**src/rtl/ps_cfg_pkg.sv**
```systemverilog
package ps_cfg_pkg;
  typedef enum logic [2:0] {
    ST_IDLE,
    ST_REQ_PULSE,
    ST_AWAIT_STATUS,
    ST_STREAM,
    ST_AWAIT_DONE,
    ST_AWAIT_INIT,
    ST_RUNNING,
    ST_FAILED
  } cfg_state_e;
endpackage

```
**src/rtl/ps_ms_timer.sv**
```systemverilog
module ps_ms_timer #(
  parameter int TICKS_PER_MS = 1000,
  parameter int MS_W         = 8
) (
  input  logic            clk,
  input  logic            rst,
  input  logic            clear_i,
  output logic [MS_W-1:0] ms_o
);
  localparam int TW = (TICKS_PER_MS > 1) ? $clog2(TICKS_PER_MS) : 1;

  logic [TW-1:0] tick_q;

  always_ff @(posedge clk) begin
    if (rst || clear_i) begin
      tick_q <= '0;
      ms_o   <= '0;
    end else if (tick_q == TW'(TICKS_PER_MS - 1)) begin
      tick_q <= '0;
      if (ms_o != '1) ms_o <= ms_o + MS_W'(1);
    end else begin
      tick_q <= tick_q + TW'(1);
    end
  end
endmodule

```
**src/rtl/ps_bit_shifter.sv**
```systemverilog
module ps_bit_shifter #(
  parameter int CLK_DIV = 2,
  parameter int BYTE_W  = 8
) (
  input  logic              clk,
  input  logic              rst,
  input  logic              active_i,
  input  logic              s_valid_i,
  input  logic [BYTE_W-1:0] s_data_i,
  input  logic              s_last_i,
  output logic              s_ready_o,
  output logic              dclk_o,
  output logic              data_o,
  output logic              fin_o
);
  localparam int PW = (2 * CLK_DIV > 1) ? $clog2(2 * CLK_DIV) : 1;
  localparam int BW = $clog2(BYTE_W);

  logic [BYTE_W-1:0] sh_q;
  logic [PW-1:0]     phase_q;
  logic [BW-1:0]     bit_q;
  logic              full_q;
  logic              last_q;
  logic              ended_q;

  assign s_ready_o = active_i && !full_q && !ended_q;

  always_ff @(posedge clk) begin
    if (rst || !active_i) begin
      sh_q    <= '0;
      phase_q <= '0;
      bit_q   <= '0;
      full_q  <= 1'b0;
      last_q  <= 1'b0;
      ended_q <= 1'b0;
      dclk_o  <= 1'b0;
      data_o  <= 1'b0;
      fin_o   <= 1'b0;
    end else if (!full_q) begin
      fin_o <= 1'b0;
      if (s_valid_i && !ended_q) begin
        sh_q    <= s_data_i;
        data_o  <= s_data_i[0];
        last_q  <= s_last_i;
        bit_q   <= '0;
        phase_q <= '0;
        full_q  <= 1'b1;
      end
    end else if (phase_q == PW'(2 * CLK_DIV - 1)) begin
      phase_q <= '0;
      dclk_o  <= 1'b0;
      if (bit_q == BW'(BYTE_W - 1)) begin
        full_q <= 1'b0;
        if (last_q) begin
          ended_q <= 1'b1;
          fin_o   <= 1'b1;
        end
      end else begin
        bit_q  <= bit_q + BW'(1);
        sh_q   <= sh_q >> 1;
        data_o <= sh_q[1];
      end
    end else begin
      phase_q <= phase_q + PW'(1);
      if (phase_q == PW'(CLK_DIV - 1)) dclk_o <= 1'b1;
    end
  end
endmodule

```
**src/rtl/ps_cfg_host.sv**
```systemverilog
module ps_cfg_host
  import ps_cfg_pkg::*;
#(
  parameter int TICKS_PER_MS = 50000,
  parameter int PULSE_MS     = 2,
  parameter int TIMEOUT_MS   = 100,
  parameter int MAX_TRIES    = 4,
  parameter int CLK_DIV      = 4,
  parameter int BYTE_W       = 8,
  localparam int TRY_W       = $clog2(MAX_TRIES + 1)
) (
  input  logic              clk,
  input  logic              rst,
  input  logic              start_i,
  input  logic              auto_restart_i,
  input  logic              s_valid_i,
  input  logic [BYTE_W-1:0] s_data_i,
  input  logic              s_last_i,
  output logic              s_ready_o,
  input  logic              status_n_i,
  input  logic              done_i,
  input  logic              init_done_i,
  output logic              cfg_n_o,
  output logic              dclk_o,
  output logic              data_o,
  output logic              busy_o,
  output logic              done_o,
  output logic              error_o,
  output logic [TRY_W-1:0]  tries_o
);
  localparam int MS_W = $clog2(TIMEOUT_MS + PULSE_MS + 1) + 1;

  cfg_state_e      state_q, state_d;
  logic [MS_W-1:0] ms_w;
  logic            fin_w;
  logic            fail_w;
  logic            pulse_over, wait_over;

  assign pulse_over = (ms_w >= MS_W'(PULSE_MS));
  assign wait_over  = (ms_w >= MS_W'(TIMEOUT_MS));

  ps_ms_timer #(.TICKS_PER_MS(TICKS_PER_MS), .MS_W(MS_W)) u_timer (
    .clk    (clk),
    .rst    (rst),
    .clear_i(state_d != state_q),
    .ms_o   (ms_w)
  );

  ps_bit_shifter #(.CLK_DIV(CLK_DIV), .BYTE_W(BYTE_W)) u_shift (
    .clk      (clk),
    .rst      (rst),
    .active_i (state_q == ST_STREAM),
    .s_valid_i(s_valid_i),
    .s_data_i (s_data_i),
    .s_last_i (s_last_i),
    .s_ready_o(s_ready_o),
    .dclk_o   (dclk_o),
    .data_o   (data_o),
    .fin_o    (fin_w)
  );

  always_comb begin
    state_d = state_q;
    fail_w  = 1'b0;
    case (state_q)
      ST_IDLE, ST_RUNNING, ST_FAILED:
        if (start_i) state_d = ST_REQ_PULSE;
      ST_REQ_PULSE:
        if (pulse_over) state_d = ST_AWAIT_STATUS;
      ST_AWAIT_STATUS:
        if (status_n_i)     state_d = ST_STREAM;
        else if (wait_over) state_d = ST_FAILED;
      ST_STREAM:
        if (!status_n_i) fail_w  = 1'b1;
        else if (fin_w)  state_d = ST_AWAIT_DONE;
      ST_AWAIT_DONE:
        if (done_i)         state_d = ST_AWAIT_INIT;
        else if (wait_over) fail_w  = 1'b1;
      ST_AWAIT_INIT:
        if (done_i && init_done_i) state_d = ST_RUNNING;
        else if (wait_over)        fail_w  = 1'b1;
      default: state_d = ST_IDLE;
    endcase
    if (fail_w) begin
      if (tries_o >= TRY_W'(MAX_TRIES)) state_d = ST_FAILED;
      else if (auto_restart_i)          state_d = ST_AWAIT_STATUS;
      else                              state_d = ST_REQ_PULSE;
    end
  end

  always_ff @(posedge clk) begin
    if (rst) begin
      state_q <= ST_IDLE;
      tries_o <= '0;
      cfg_n_o <= 1'b1;
      busy_o  <= 1'b0;
      done_o  <= 1'b0;
      error_o <= 1'b0;
    end else begin
      state_q <= state_d;
      if ((state_q == ST_IDLE || state_q == ST_RUNNING || state_q == ST_FAILED)
          && state_d == ST_REQ_PULSE)
        tries_o <= TRY_W'(1);
      else if (fail_w && state_d != ST_FAILED)
        tries_o <= tries_o + TRY_W'(1);
      cfg_n_o <= (state_d != ST_REQ_PULSE);
      busy_o  <= (state_d == ST_REQ_PULSE) || (state_d == ST_AWAIT_STATUS) ||
                 (state_d == ST_STREAM) || (state_d == ST_AWAIT_DONE) ||
                 (state_d == ST_AWAIT_INIT);
      done_o  <= (state_d == ST_RUNNING);
      error_o <= (state_d == ST_FAILED);
    end
  end
endmodule

```
**config.mk**
```make
export PLATFORM = sky130hd
export DESIGN_NAME = ps_cfg_host
export DESIGN_NICKNAME = d
export VERILOG_FILES = /design/src/rtl/ps_cfg_pkg.sv /design/src/rtl/ps_ms_timer.sv /design/src/rtl/ps_bit_shifter.sv /design/src/rtl/ps_cfg_host.sv
export SDC_FILE = /design/constraint.sdc
export NUM_CORES = 1
export LEC_CHECK = 0
export CAP_MARGIN = 5
export CORE_ASPECT_RATIO = 0.8
export CORE_MARGIN = 3
export CORE_UTILIZATION = 45
export DETAILED_ROUTE_END_ITERATION = 6
export MAX_ROUTING_LAYER = met4
export PLACE_DENSITY_LB_ADDON = 0.08
export SETUP_SLACK_MARGIN = 0.02
export SKIP_LAST_GASP = 1
export SLEW_MARGIN = 40
export SYNTH_ARGS = -nofsm -noshare
export SYNTH_HDL_FRONTEND = slang
export SYNTH_SLANG_ARGS = --single-unit
```
**constraint.sdc**
```tcl
create_clock -name clk -period 4.8 [get_ports clk]
set_input_delay 0.96 -clock clk [delete_from_list [all_inputs] [get_ports clk]]
set_output_delay 0.96 -clock clk [all_outputs]
set_load 0.01 [all_outputs]
```
==> impl_results.md <==
- DR vias/cell: 5.41
- Hpwl dp: 3.74 mm
- Synth Area in XOR/XNOR: under 10%
- Clock Sinks: between 50 and 60
- Gr usage total: 16.9%
- Total negative slack: 0 ns
- Final worst-path cycle share: 61.1%
- Simple-Gate Fraction of Synth Area: 29.1%
- Multi-input gate area: 0.00164 mm2
- Arrival @ worst endpoint: 1.97 ns
- Pwr dens: 347 mW/mm2
- Port bufs: 26
- Multiplexer share of the synthesized area: 4.28%
- Post-Layout Cell Count: roughly 420
- Clock transition at path regs: 0.09 ns
- Cts hold-fix bufs: 0
- Ranking of synthesized cells by area: dfxtp_1, nor2_1, xnor2_1, ha_1, nor3_2
- Slowest cell delay on critical path: between 0.6 and 0.7 ns
- CTS buffer count: 5
- Synth Cell Area: 0.00284 mm2
- Diodes inserted: 0
- Setup Fix Bufs, Post-CTS: 0
- Largest family of logic cells by synthesized area: simple AND/OR/NAND/NOR gates
- Largest net degree at the start of global routing: 25
- Synth Area in Compound Gates: between 10% and 20%
- # IOs: 27
- Die X: 94.8 um
- Vias: 2254
- Starting Density: 47.2%
- Design Area, Final: 0.00322 mm2
- Final net count: around 360
- Clock root cell: clkbuf_8
- Mapped Cells: roughly 320
- Worst Skew: ~0.0045 ns
- Number of synthesized flops with an enable pin: 0
- Area after DPL: 0.00312 mm2
- Area Growth Syn to Fin: 13.5%
- Post-CTS Resized: 0
- Initial DRT Pass Iterations: 4
- Number of hold violations in the final report: 0
- Wire length of the first global-routing pass: 9.84 mm
- Slowest CP cell: dfxtp_1
- Clock Tree Buf Depth: 2
- RSZ-0062 raised after global routing: false
- Commonest cells in the netlist: dfxtp_1, nor2_1, nand2_1, a21oi_1, nor3_1
- Slew @ Worst Pin: 0.557 ns
- Worst Setup End Kind: output port
- YS warnings: 0
- WS Path Type: register to output port
- Synth area leader: dfxtp_1
- Total power: 1.12 mW
- Max cap viols: 0
- Final worst-path setup slack: 1.87 ns
- Syn Nets: 346
- Reg area: 0.00106 mm2
- Synth Register Bits: 53
- Clk Latency, worst-skew pair: 0.30 ns
- Total core area: roughly 0.0060 mm2
- Post-synthesis sequential area ratio: 37.4%
- Max VDD drop: roughly 0.22 mV
- Die ar.: 0.00730 mm2
- WL final: 5.41 mm
- CTS tree: built
- Core Rows: 25
- Max-slew headroom: 62.9%
- Placed Cells: 409
- Fillcell total: approximately 600
- H-tree depth: 2
- Family with the most delay on the worst path: flip-flops
- Crit path buf inv count: 1
- Top-area cell type share of the netlist area: 37.4%
- Critical path peak fanout: 15
- Ys async rst share: 0%
- Layout cell share with drive strength beyond 1: ~11%
- Wire per inst: 13.0 um
- DIE HEIGHT: 77.0 um
- Post-Place Setup Slack: 1.72 ns
- GP Congestion: just under 0.8
- Hold Path Class: register to register
- Most frequent cell after synthesis: dfxtp_1
- Final setup vio count: 0
- Fmax: 341 MHz
- Outcome: completed
- DRT antenna net count: 0
- Initial antenna violation count: 0
- Top FF cell, synth: dfxtp_1
- Drt drc: 0
- Final min period: 2.93 ns
- Startpoint types: register
- 1st-iter DRT viols: 127
- Required time of the critical path: 3.84 ns
- Number of global-route vias before repair: 2181
- Syn avg cell area: around 8.9 um2
- Netlist cell types: 51
- Final Max Tran Viols: 0
- Leakage power: 1.07 nW
- Worst-path cell chain: nand3b_1 > nor3_1 > clkdlybuf4s50_1
- Post-synthesis adder-cell area fraction: 4.41%
- Grt ovf: 0
-- layer usage --
| layer | vias up | part of all wire [%] | track usage [%] |
|---|---|---|---|
| met5 | - | 0 | - |
| met4 | 0 | 1.1 | 4.76 |
| met3 | 7 | 3.4 | 4.02 |
| met2 | 28 | 44 | 24.6 |
| met1 | 1038 | 52 | 23.2 |
| li1 | 1181 | - | - |
-- layout by cell type (no fill, tap or decap), types with 2 or more instances in the layout --
| cell | instances |
|---|---|
| dfxtp_1 | 52 |
| nor2_1 | 37 |
| clkdlybuf4s50_1 | 26 |
| nand2_1 | 19 |
| nor3_1 | 17 |
| a21oi_1 | 17 |
| xnor2_1 | 15 |
| nor3_2 | 12 |
| mux2i_1 | 11 |
| inv_1 | 10 |
| ha_1 | 10 |
| nand3_1 | 9 |
| nand4_1 | 8 |
| xor2_1 | 8 |
| nor3b_1 | 7 |
| nor4_1 | 7 |
| a211oi_1 | 7 |
| clkbuf_8 | 7 |
| nor2b_1 | 5 |
| nand2b_1 | 4 |
| nor4_2 | 4 |
| nand3b_1 | 3 |
| o21ai_0 | 3 |
| or2_2 | 2 |
| a221o_1 | 2 |
| o31ai_1 | 2 |
| and4_1 | 2 |
| a31oi_1 | 2 |
| nor4_4 | 2 |
| a22oi_1 | 2 |
| buf_4 | 2 |
-- logic make-up after synthesis --
group	Yosys count
buf+inv	29
simple gates	140
xor+xnor	23
compound gates	52
mux	12
flops	53
fa+ha+maj	10
-- where the power goes --
part / internal [mW] / switching, mW
Clock: 0.131 / 0.144
Combinational: 0.135 / 0.193
Sequential: 0.467 / 0.0457
Total: 0.733 / 0.383
-- state kept, by name (all words and copies together) (netlist names), 3 cells and up --
signal and flops:
tries_o 3, u_timer.tick_q 16, u_shift.sh_q 8, u_shift.phase_q 3, u_timer.ms_o 8, state_q 3, u_shift.bit_q 3
-- through the flow --
stage | util [%] | hold WS (ns)
after floorplan | - | 0.455
after global placement | 51.8 | 0.474
after detailed placement | 51.9 | 0.486
after CTS | 53.6 | 0.503
after global routing | 53.6 | 0.522
final | 53.6 | 0.496
-- final timing paths --
kind / start / end / slack, ns / depth (start not counted)
worst max-delay path: state_q[0]$_SDFF_PP0_ / s_ready_o / 1.87 / 3
worst min-delay path: u_shift.phase_q[1]$_SDFFE_PP0P_ / u_shift.phase_q[1]$_SDFFE_PP0P_ / 0.50 / 2
worst max register to register: state_q[0]$_SDFF_PP0_ / cfg_n_o$_SDFF_PP1_ / 2.48 / 5
worst min register to register: u_shift.phase_q[1]$_SDFFE_PP0P_ / u_shift.phase_q[1]$_SDFFE_PP0P_ / 0.50 / 2
-- area by class of cell --
cell class,count,share of cell area (%)
clock buffers,7,2.99
clock inverters,1,0.155
inverters,10,1.17
multi-input cells,237,51.0
flip-flops and latches,53,33.0
well taps,81,3.15
repair buffers,28,8.55
-- worst reg2reg max path: stages (launching register included) --
cell and delay, ns:
dfxtp_1 0.65, nand3b_1 0.24, or2_2 0.39, a21oi_1 0.32, a21oi_1 0.17, or4_1 0.42
No activity file was read; power rests on OpenSTA's default activity.
